## src/rtl/posttrig_pkg.sv

```systemverilog
package posttrig_pkg;
   typedef enum logic [1:0] {
      ST_IDLE  = 2'd0,
      ST_ARMED = 2'd1,
      ST_COUNT = 2'd2,
      ST_STOP  = 2'd3
   } pt_state_e;
endpackage

```

## src/rtl/pt_event_sync.sv

```systemverilog
module pt_event_sync #(
   parameter int SYNC_STAGES = 2
) (
   input  logic clk,
   input  logic rst_n,
   input  logic evt_raw,
   output logic evt_edge
);
   if (SYNC_STAGES < 0 || SYNC_STAGES > 4) begin : g_bad_stages
      $error("pt_event_sync: SYNC_STAGES must be 0..4");
   end

   logic evt_s;
   logic evt_prev;

   if (SYNC_STAGES == 0) begin : g_direct
      assign evt_s = evt_raw;
   end else begin : g_chain
      logic [SYNC_STAGES-1:0] chain_q;
      always_ff @(posedge clk or negedge rst_n) begin
         if (!rst_n) chain_q <= '0;
         else        chain_q <= {chain_q[SYNC_STAGES-2+1-1:0], evt_raw};
      end
      assign evt_s = chain_q[SYNC_STAGES-1];
   end

   always_ff @(posedge clk or negedge rst_n) begin
      if (!rst_n) evt_prev <= 1'b0;
      else        evt_prev <= evt_s;
   end

   assign evt_edge = evt_s & ~evt_prev;

   // a detected edge lasts exactly one cycle
   p_edge_pulse_r11: assert property (@(posedge clk) disable iff (!rst_n)
      evt_edge |=> !evt_edge);
endmodule

```

## src/rtl/pt_down_counter.sv

```systemverilog
module pt_down_counter #(
   parameter int CNT_W = 16
) (
   input  logic             clk,
   input  logic             rst_n,
   input  logic             wr_en,
   input  logic [CNT_W-1:0] wr_data,
   input  logic             reload_en,
   input  logic             dec_en,
   output logic [CNT_W-1:0] cnt_q,
   output logic             cnt_last
);
   if (CNT_W < 2) begin : g_bad_width
      $error("pt_down_counter: CNT_W must be at least 2");
   end

   localparam logic [CNT_W-1:0] ONE = CNT_W'(1);

   logic [CNT_W-1:0] n_q;
   logic [CNT_W-1:0] wr_sat;

   assign wr_sat = (wr_data == '0) ? ONE : wr_data;

   always_ff @(posedge clk or negedge rst_n) begin
      if (!rst_n)     n_q <= ONE;
      else if (wr_en) n_q <= wr_sat;
   end

   always_ff @(posedge clk or negedge rst_n) begin
      if (!rst_n)         cnt_q <= ONE;
      else if (wr_en)     cnt_q <= wr_sat;
      else if (reload_en) cnt_q <= n_q;
      else if (dec_en)    cnt_q <= cnt_q - ONE;
   end

   assign cnt_last = (cnt_q == ONE);

   // never decrement from zero
   p_no_wrap_r6: assert property (@(posedge clk) disable iff (!rst_n)
      dec_en |-> cnt_q != '0);
   // each decrement removes exactly one
   p_dec_step_r4: assert property (@(posedge clk) disable iff (!rst_n)
      dec_en && !wr_en && !reload_en |=> cnt_q == $past(cnt_q) - ONE);
   // without a write, reload or decrement the count holds
   p_hold_r9: assert property (@(posedge clk) disable iff (!rst_n)
      !wr_en && !reload_en && !dec_en |=> $stable(cnt_q));
endmodule

```

## src/rtl/pt_trig_gate.sv

```systemverilog
module pt_trig_gate (
   input  logic clk,
   input  logic rst_n,
   input  logic trig_in,
   input  logic gate_en,
   output logic trig_out
);
   always_ff @(posedge clk or negedge rst_n) begin
      if (!rst_n) trig_out <= 1'b0;
      else        trig_out <= trig_in & gate_en;
   end

   // one cycle of latency through an open gate
   p_gate_pass_r2: assert property (@(posedge clk) disable iff (!rst_n)
      trig_in && gate_en |=> trig_out);
   p_gate_quiet_r2: assert property (@(posedge clk) disable iff (!rst_n)
      !trig_in |=> !trig_out);
endmodule

```

## src/rtl/posttrig_stop_ctrl.sv

```systemverilog
module posttrig_stop_ctrl #(
   parameter int CNT_W       = 16,
   parameter int SYNC_STAGES = 2
) (
   input  logic             clk,
   input  logic             rst_n,
   input  logic             mode_en,
   input  logic             cnt_wr,
   input  logic [CNT_W-1:0] cnt_wdata,
   input  logic             evt_in,
   input  logic             trig_in,
   output logic             trig_out,
   output logic             stopped,
   output logic [CNT_W-1:0] cnt_value
);
   import posttrig_pkg::*;

   pt_state_e state_q, state_d;
   logic      evt_edge;
   logic      cnt_last;
   logic      wr_en, reload_en, dec_en, gate_en, hit;

   pt_event_sync #(.SYNC_STAGES(SYNC_STAGES)) u_sync (
      .clk      (clk),
      .rst_n    (rst_n),
      .evt_raw  (evt_in),
      .evt_edge (evt_edge)
   );

   assign hit       = (state_q == ST_COUNT) || (state_q == ST_ARMED && evt_edge);
   assign dec_en    = mode_en && trig_in && hit;
   assign wr_en     = cnt_wr && !mode_en;
   assign reload_en = (state_q == ST_IDLE);
   assign gate_en   = (state_q != ST_STOP);

   pt_down_counter #(.CNT_W(CNT_W)) u_cnt (
      .clk       (clk),
      .rst_n     (rst_n),
      .wr_en     (wr_en),
      .wr_data   (cnt_wdata),
      .reload_en (reload_en),
      .dec_en    (dec_en),
      .cnt_q     (cnt_value),
      .cnt_last  (cnt_last)
   );

   always_comb begin
      state_d = state_q;
      if (!mode_en) begin
         state_d = ST_IDLE;
      end else begin
         case (state_q)
            ST_IDLE:  state_d = ST_ARMED;
            ST_ARMED: if (evt_edge) state_d = (trig_in && cnt_last) ? ST_STOP : ST_COUNT;
            ST_COUNT: if (trig_in && cnt_last) state_d = ST_STOP;
            ST_STOP:  state_d = ST_STOP;
            default:  state_d = ST_IDLE;
         endcase
      end
   end

   always_ff @(posedge clk or negedge rst_n) begin
      if (!rst_n) state_q <= ST_IDLE;
      else        state_q <= state_d;
   end

   pt_trig_gate u_gate (
      .clk      (clk),
      .rst_n    (rst_n),
      .trig_in  (trig_in),
      .gate_en  (gate_en),
      .trig_out (trig_out)
   );

   assign stopped = (state_q == ST_STOP);

   // stopped blocks triggers
   p_stop_blocks_r5: assert property (@(posedge clk) disable iff (!rst_n)
      stopped && trig_in |=> !trig_out);
   // stopped is sticky while mode is on
   p_stop_sticky_r5: assert property (@(posedge clk) disable iff (!rst_n)
      stopped && mode_en |=> stopped);
   // turning the mode off clears stopped
   p_stop_clear_r10: assert property (@(posedge clk) disable iff (!rst_n)
      !mode_en |=> !stopped);
   // with the mode off and not stopped, triggers pass
   p_off_pass_r2: assert property (@(posedge clk) disable iff (!rst_n)
      !mode_en && !stopped && trig_in |=> trig_out);
   // writes while mode is on leave the count alone outside counting
   p_wr_ignored_r9: assert property (@(posedge clk) disable iff (!rst_n)
      mode_en && cnt_wr && state_q == ST_STOP |=> $stable(cnt_value));
endmodule

```

## config.mk

```make
export PLATFORM = sky130hd
export DESIGN_NAME = posttrig_stop_ctrl
export DESIGN_NICKNAME = d
export VERILOG_FILES = /design/src/rtl/posttrig_pkg.sv /design/src/rtl/pt_event_sync.sv /design/src/rtl/pt_down_counter.sv /design/src/rtl/pt_trig_gate.sv /design/src/rtl/posttrig_stop_ctrl.sv
export SDC_FILE = /design/constraint.sdc
export NUM_CORES = 1
export LEC_CHECK = 0
export BUFFER_PORTS_ARGS = -buffer_cell sky130_fd_sc_hd__buf_2
export CAP_MARGIN = 25
export CELL_PAD_IN_SITES_DETAIL_PLACEMENT = 1
export CELL_PAD_IN_SITES_GLOBAL_PLACEMENT = 1
export CORE_MARGIN = 2
export CORE_UTILIZATION = 30
export CTS_BUF_LIST = sky130_fd_sc_hd__clkbuf_4 sky130_fd_sc_hd__clkbuf_8
export CTS_CLUSTER_DIAMETER = 60
export CTS_CLUSTER_SIZE = 40
export DETAILED_ROUTE_END_ITERATION = 7
export GPL_TIMING_DRIVEN = 0
export HOLD_SLACK_MARGIN = 0.1
export PLACE_DENSITY = 0.62
export SLEW_MARGIN = 10
export SYNTH_ARGS = -nofsm -noshare
export SYNTH_HDL_FRONTEND = slang
export SYNTH_SLANG_ARGS = --single-unit
export TNS_END_PERCENT = 20
```

## constraint.sdc

```tcl
create_clock -name clk -period 4.7 [get_ports clk]
set_input_delay 0.705 -clock clk [delete_from_list [all_inputs] [get_ports clk]]
set_output_delay 0.705 -clock clk [all_outputs]
set_load 0.005 [all_outputs]
```

==> results of run 1 <==
[cell usage in the layout, fill, tap and decap left out, types with 3 or more instances in the layout]
master                     count
sky130_fd_sc_hd__dfrtp_1      36
sky130_fd_sc_hd__nor2_1       11
sky130_fd_sc_hd__o311ai_1      3
sky130_fd_sc_hd__xnor2_1       3
sky130_fd_sc_hd__and3_1        3
sky130_fd_sc_hd__a21oi_1       4
sky130_fd_sc_hd__xor2_1        3
sky130_fd_sc_hd__clkbuf_8      8
sky130_fd_sc_hd__nor3_1        6
sky130_fd_sc_hd__mux2i_1       4
sky130_fd_sc_hd__inv_1         4
sky130_fd_sc_hd__o21ai_1       3
sky130_fd_sc_hd__nand3_1       5
sky130_fd_sc_hd__nand2_1      61
sky130_fd_sc_hd__a31oi_1       3
sky130_fd_sc_hd__clkbuf_1      8
sky130_fd_sc_hd__nor4_1        8
sky130_fd_sc_hd__o21a_1        3
sky130_fd_sc_hd__o211ai_1      7
sky130_fd_sc_hd__buf_2        42
sky130_fd_sc_hd__o21ai_0       5
[area by class of cell]
class / count / area, sq um
clock buffer: 8 / 110
tap: 80 / 100
inverter: 4 / 15.0
timing repair buffer: 40 / 215
fill: 811 / 4210
buffer: 12 / 48.8
multi-input combinational: 173 / 1020
sequential: 38 / 953
[worst paths after layout]
kind	to	slack, ns	cells past startpoint	from
setup / recovery	u_cnt.cnt_q[4]	2.29	6	mode_en
hold / removal	u_cnt.n_q[4]	0.29	1	rst_n
setup reg to reg	u_cnt.cnt_q[12]	2.50	7	u_cnt.cnt_q[1]
hold reg to reg	u_sync.g_chain.chain_q[1]	0.36	0	u_sync.g_chain.chain_q[0]
max in group asynchronous	u_cnt.n_q[0]	3.89	2	rst_n
min in group clk	u_sync.g_chain.chain_q[1]	0.36	0	u_sync.g_chain.chain_q[0]
[stage by stage]
stage          area [sq um]  setup slack [ns]  hold WS (ns)  std cells
6_report               2470              2.29         0.288        355
5_1_grt                2470              2.14         0.314        355
4_1_cts                2450              2.27         0.365        354
3_5_place_dp           2340              1.97         0.345        346
3_3_place_gp           2340              1.94         0.333        346
2_1_floorplan          2040              2.83         0.331        227
[metal layers]
layer / GRT usage (%) / vias to the layer above / wire [um]
li1: - / 907 / -
met3: 2.76 / 6 / 302
met4: 5.54 / 0 / 76
met1: 25.9 / 947 / 3030
met2: 30.6 / 42 / 2980
met5: 0 / - / 0
[registers in the layout, indices dropped and copies added, names as in the netlist]
register	cells
u_sync.evt_prev	1
u_gate.trig_out	1
u_cnt.cnt_q	16
u_sync.g_chain.chain_q	2
state_q	2
u_cnt.n_q	16
[power groups by stage]
stage,registers [mW],clock network (mW),logic (mW)
final,0.451,0.272,0.277
after global routing,0.463,0.289,0.313
after floorplan,0.443,0,0.171
after global placement,0.456,0,0.271
after detailed placement,0.458,0,0.277
after CTS,0.452,0.281,0.278
[logic make-up (layout without fill, tap and decap cells)]
group	count (synthesis)	after routing
and+or+nand+nor	120	120
xor gates and xnor gates	6	6
muxes	4	4
adders and majority gates	2	2
AOI/OAI and AO/OA	41	41
buffers and inverters	16	64
DFF	38	38
==> impl_metrics.py, run 1 <==
metrics = {
    "hold_path": {
        "worst_hold_path_type": "primary input to async pin",
    },
    "detailed_routing": {
        "post_drt_via_cell_ratio": 5.36,
        "antenna_violating_nets_post_route": 0,
        "drcViolationCount": 0,
        "drtIter0Drc": 60,
        "wl_mm": 6.39,
        "drt_pre_antenna_iters": 4,
        "num_vias": 1902,
        "wl_per_cell_um": 18.0,
    },
    "critical_path": {
        "cp.arrival_ns": 2.62,
        "setup_cp_type": "primary input to flip-flop",
        "critical_path_peak_fanout": 10,
        "path_common_cell": "sky130_fd_sc_hd__clkbuf_1",
        "crit_chain": "buf_2, nor2b_1, clkbuf_1, clkbuf_1, nand2_1, o211ai_1",
        "required_worst_endpoint_ns": 4.91,
        "critPathCaptureType": "flip-flop",
        "buf_inv_stages_crit_path": 3,
        "cpLargestDelayFamily": "buffers and inverters",
        "critical-path-slowest-cell": "sky130_fd_sc_hd__clkbuf_1",
        "worst_setup_path_start_kind": "primary input",
        "timing.critical_path.slowest_cell_delay_ns": 0.52,
    },
    "timing": {
        "final_max_slew_viol_count": 0,
        "clock.fmax_ghz": 0.415,
        "tightestPinTransition_ns": 0.646,
        "finalSetupViolations": 0,
        "timing.max_slew.rel_slack_pct": 56.7,
        "final.period_utilization_pct": 51.3,
        "finalCriticalPeriod_ns": 2.41,
        "clock-skew-final_ns": 0.00829,
        "grt_setup_unrepaired": "false",
        "report.final.hold_viol_count": 0,
        "fin_tns_setup_ns": 0,
    },
    "synth": {
        "synth_adder_area_share_pct": 1.23,
        "synth_top_area_share_pct": 44.1,
        "synth_area_sq_um": 2040,
        "dominantRegCellSynth": "sky130_fd_sc_hd__dfrtp_1",
        "synthDominantAreaCellType": "sky130_fd_sc_hd__dfrtp_1",
        "synth_simple_gate_area_share_pct": 30.1,
        "synth.yosys.warnings": 0,
        "xor_and_xnor_area_share_after_synthesis_pct": 2.57,
        "postSynthNetCount": 251,
        "post-synth-top-count-cell": "sky130_fd_sc_hd__nand2_1",
        "synth.mux.area_fraction_pct": 1.96,
        "syn-mean-instance-area_sq_um": 9.00,
        "synth_sequential_area_ratio_pct": 46.7,
        "ys_seq_elements": 38,
        "synth_edf_count": 0,
        "yosys.cell_types.count": 56,
        "combinational_family_with_the_most_area_after_synthesis": "simple AND/OR/NAND/NOR gates",
        "postSynthCellCount": 227,
        "async_flop_share_pct": 100,
        "synth_compound_gate_area_share_pct": 14.3,
        "synth_top_cells_by_area": "sky130_fd_sc_hd__dfrtp_1 (44%), sky130_fd_sc_hd__nand2_1 (11%), sky130_fd_sc_hd__dfstp_2 (2.6%)",
        "synth_commonest_cells": "sky130_fd_sc_hd__nand2_1 (61), sky130_fd_sc_hd__dfrtp_1 (36), sky130_fd_sc_hd__nor2_1 (11), sky130_fd_sc_hd__clkbuf_1 (8), sky130_fd_sc_hd__nor4_1 (8)",
    },
    "power": {
        "swShare_pct": 34.6,
        "vdd_ir_drop_max_uv": 150,
        "report.power.total_mw": 1.00,
        "total_leakage_power_nw": 1.13,
        "power_frac_seq_pct": 45.1,
        "power_frac_comb_pct": 27.7,
        "clockPowerShare_pct": 27.2,
        "power_density_nw_per_um2": 405,
        "p_int_mw": 0.654,
        "net-switching-power_mw": 0.346,
    },
    "global_route": {
        "grt_remaining_overflow": 0,
        "grt_pass1_vias": 2003,
        "grt_max_degree": 39,
        "grt_usage_pct": 18.8,
        "antenna_found_initial": 0,
        "grt_first_pass_wirelength_mm": 10.7,
    },
    "die": {
        "chipHeight_um": 86.5,
        "ioPinCount": 40,
        "placeableCoreArea_sq_um": 6680,
        "die_area_sq_um": 7480,
        "std_cell_rows": 30,
        "floorplan.die.width_um": 86.5,
        "initial_utilization_pct": 30.6,
    },
    "clocking": {
        "clock_tree.htree_level_count": 2,
        "numClockSinks": 38,
        "clk_transition_reported_paths_ns": 0.08,
        "post_cts.repair.setup_buffers": 0,
        "cts_hold_buffers": 0,
        "cts_root_buf": "sky130_fd_sc_hd__clkbuf_8",
        "cts_inserted_buffers": 5,
        "cts_tree": "yes",
        "post_cts_resized": 0,
        "clk_path_buf_depth": 2,
        "clk_latency_ns": 0.29,
    },
    "layout": {
        "layout-drive-gt1-share_pct": 21.8,
        "fin_util_pct": 36.9,
        "syn2layout_area_growth_pct": 20.8,
        "nNetsFinal": 298,
        "antenna-diode-count": 0,
    },
    "placement": {
        "numPortBuffers": 39,
        "dp_hpwl_mm": 4.62,
        "place_congestion": 0.742,
    },
    "flow_run": {
        "max_cap_violations": 0,
    },
    "status": {
        "outcome": "complete, no violations",
    },
}
Power figures use the tool's default switching activity.
==> run 2: changes to the inputs <==
==> constraint.sdc (replaced) <==
create_clock -name clk -period 2.3 [get_ports clk]
set_input_delay 0.345 -clock clk [delete_from_list [all_inputs] [get_ports clk]]
set_output_delay 0.345 -clock clk [all_outputs]
set_load 0.005 [all_outputs]
==> impl_metrics.py, run 2 (synthesis results as in run 1) <==
metrics = {
    "die": {
        "chipHeight_um": 86.5,
        "die_area_sq_um": 7480,
        "ioPinCount": 40,
        "floorplan.die.width_um": 86.5,
        "placeableCoreArea_sq_um": 6680,
        "initial_utilization_pct": 30.6,
        "std_cell_rows": 30,
    },
    "critical_path": {
        "reg2reg_setup_slack_ns": 0.17,
        "worst_setup_path_start_kind": "flip-flop",
        "critical_path_peak_fanout": 5,
        "cp.arrival_ns": 2.36,
        "required_worst_endpoint_ns": 2.53,
        "setup_cp_type": "flip-flop to flip-flop",
        "critPathCaptureType": "flip-flop",
    },
    "power": {
        "power_density_nw_per_um2": 826,
        "report.power.total_mw": 2.05,
        "total_leakage_power_nw": 1.14,
        "vdd_ir_drop_max_uv": 307,
    },
    "detailed_routing": {
        "met1_length_mm": 3.01,
        "wl_per_cell_um": 17.9,
        "num_vias": 1907,
        "met3RoutedLength_um": 229,
        "detailroute.wirelength.met2_mm": 3.05,
        "wl_mm": 6.38,
        "drt_pre_antenna_iters": 4,
        "antenna_violating_nets_post_route": 0,
        "uppermost_signal_routing_layer_after_detailed_routing": "met4",
        "drtIter0Drc": 65,
        "drcViolationCount": 0,
        "post_drt_via_cell_ratio": 5.36,
    },
    "hold_path": {
        "worst_hold_path_type": "primary input to flip-flop",
    },
    "layout": {
        "final.fill_count": 809,
        "fin_util_pct": 37.2,
        "layout-drive-gt1-share_pct": 22.1,
        "syn2layout_area_growth_pct": 21.8,
        "layout.area.seq_sq_um": 953,
        "layoutNonFillerInstCount": 356,
        "multi_input_area_sq_um": 1030,
        "leading_cell_type_in_the_layout_fill_and_taps_excluded": "sky130_fd_sc_hd__nand2_1",
        "antenna-diode-count": 0,
        "final_cell_mix": "sky130_fd_sc_hd__nand2_1 (60), sky130_fd_sc_hd__buf_2 (42), sky130_fd_sc_hd__dfrtp_1 (36)",
        "top_regs": "u_cnt.cnt_q x16, u_cnt.n_q x16",
        "nNetsFinal": 299,
    },
    "placement": {
        "place_congestion": 0.742,
        "numPortBuffers": 39,
        "dp_hpwl_mm": 4.62,
        "placedCellCount": 346,
    },
    "clocking": {
        "clock_tree.htree_level_count": 2,
        "clk_latency_ns": 0.30,
        "post_cts.repair.setup_buffers": 0,
        "clk_transition_reported_paths_ns": 0.08,
        "cts_root_buf": "sky130_fd_sc_hd__clkbuf_8",
        "clk_path_buf_depth": 2,
        "cts_inserted_buffers": 5,
        "cts_tree": "yes",
        "numClockSinks": 38,
    },
    "flow_run": {
        "max_cap_violations": 0,
    },
    "timing": {
        "final_max_slew_viol_count": 0,
        "timing.max_slew.rel_slack_pct": 56.4,
        "finalSetupViolations": 0,
        "fin_tns_setup_ns": 0,
        "final.period_utilization_pct": 92.5,
        "grt_setup_unrepaired": "false",
        "finalCriticalPeriod_ns": 2.13,
        "holdWs_ns": 0.146,
        "clock-skew-final_ns": 0.00809,
        "report.final.hold_viol_count": 0,
        "clock.fmax_ghz": 0.470,
        "tightestPinTransition_ns": 0.653,
    },
    "status": {
        "outcome": "complete, no violations",
    },
    "global_route": {
        "grt_first_pass_wirelength_mm": 10.7,
        "grt_max_degree": 39,
        "grt_pass1_vias": 2003,
        "antenna_found_initial": 0,
        "grt_remaining_overflow": 0,
        "grt_usage_pct": 18.8,
    },
}
==> run 2: cell types whose count changed in the layout (fill, tap and decap cells not counted) <==
cell | before | now
sky130_fd_sc_hd__nor3b_4 | 0 | 1
sky130_fd_sc_hd__nor3b_2 | 1 | 0
sky130_fd_sc_hd__a2111oi_0 | 1 | 0
sky130_fd_sc_hd__a2111oi_1 | 0 | 1
sky130_fd_sc_hd__dlygate4sd3_1 | 0 | 1
sky130_fd_sc_hd__nand2_2 | 0 | 1
sky130_fd_sc_hd__nand2_1 | 61 | 60
==> run 2: worst paths after layout <==
check                                     startpoint                        end  depth (start not counted)
max reg2reg                           u_cnt.cnt_q[1]             u_cnt.cnt_q[6]                          7
min reg2reg                u_sync.g_chain.chain_q[0]  u_sync.g_chain.chain_q[1]                          0
min                                           evt_in  u_sync.g_chain.chain_q[0]                          1
max                                   u_cnt.cnt_q[1]             u_cnt.cnt_q[6]                          7
max in group asynchronous                      rst_n               u_cnt.n_q[0]                          3
min in group asynchronous                      rst_n             u_cnt.cnt_q[3]                          2
==> run 2: worst max-delay path, stage by stage, from the launching register on <==
cell and delay, ns:
sky130_fd_sc_hd__dfrtp_1 0.43, sky130_fd_sc_hd__inv_1 0.12, sky130_fd_sc_hd__ha_1 0.22, sky130_fd_sc_hd__or3b_1 0.42
sky130_fd_sc_hd__nor3_2 0.14, sky130_fd_sc_hd__xnor2_1 0.10, sky130_fd_sc_hd__a2111oi_1 0.44, sky130_fd_sc_hd__a221o_1 0.18
==> run 2: metal layers <==
metal  up-vias  track usage (%)
li1        905                -
met1       960             25.9
met2        34             30.6
met3         8             2.76
met4         0             5.54
met5         -                0
==> run 2: layout make-up <==
| cell class | instances | share of cell area, % |
|---|---|---|
| Buffer | 12 | 1.96 |
| Inverter | 4 | 0.604 |
| Sequential cell | 38 | 38.3 |
| Clock buffer | 8 | 4.43 |
| Tap cell | 80 | 4.02 |
| Multi-Input combinational cell | 173 | 41.6 |
| Timing Repair Buffer | 41 | 9.05 |
==> run 2: power breakdown <==
group          leakage, nW  total, mW  switching (mW)  internal [mW]
logic                0.623      0.574           0.318          0.256
clock network       0.0575      0.558           0.255          0.303
registers            0.460      0.922           0.139          0.783
total                 1.14       2.05           0.712           1.34
==> run 2: repair_timing <==
item                                   CTS  global route
gates resized for setup                  0             3
hold buffers                             0             1
endpoints found under the hold margin    0            11
setup endpoints to repair                0             2
==> run 2: through the flow <==
step                area (sq um)  setup slack (ns)
floorplan                   2040             0.427
global placement            2340           -0.0959
detailed placement          2340           -0.0732
CTS                         2450             0.106
global route                2490            0.0111
finish                      2490             0.173
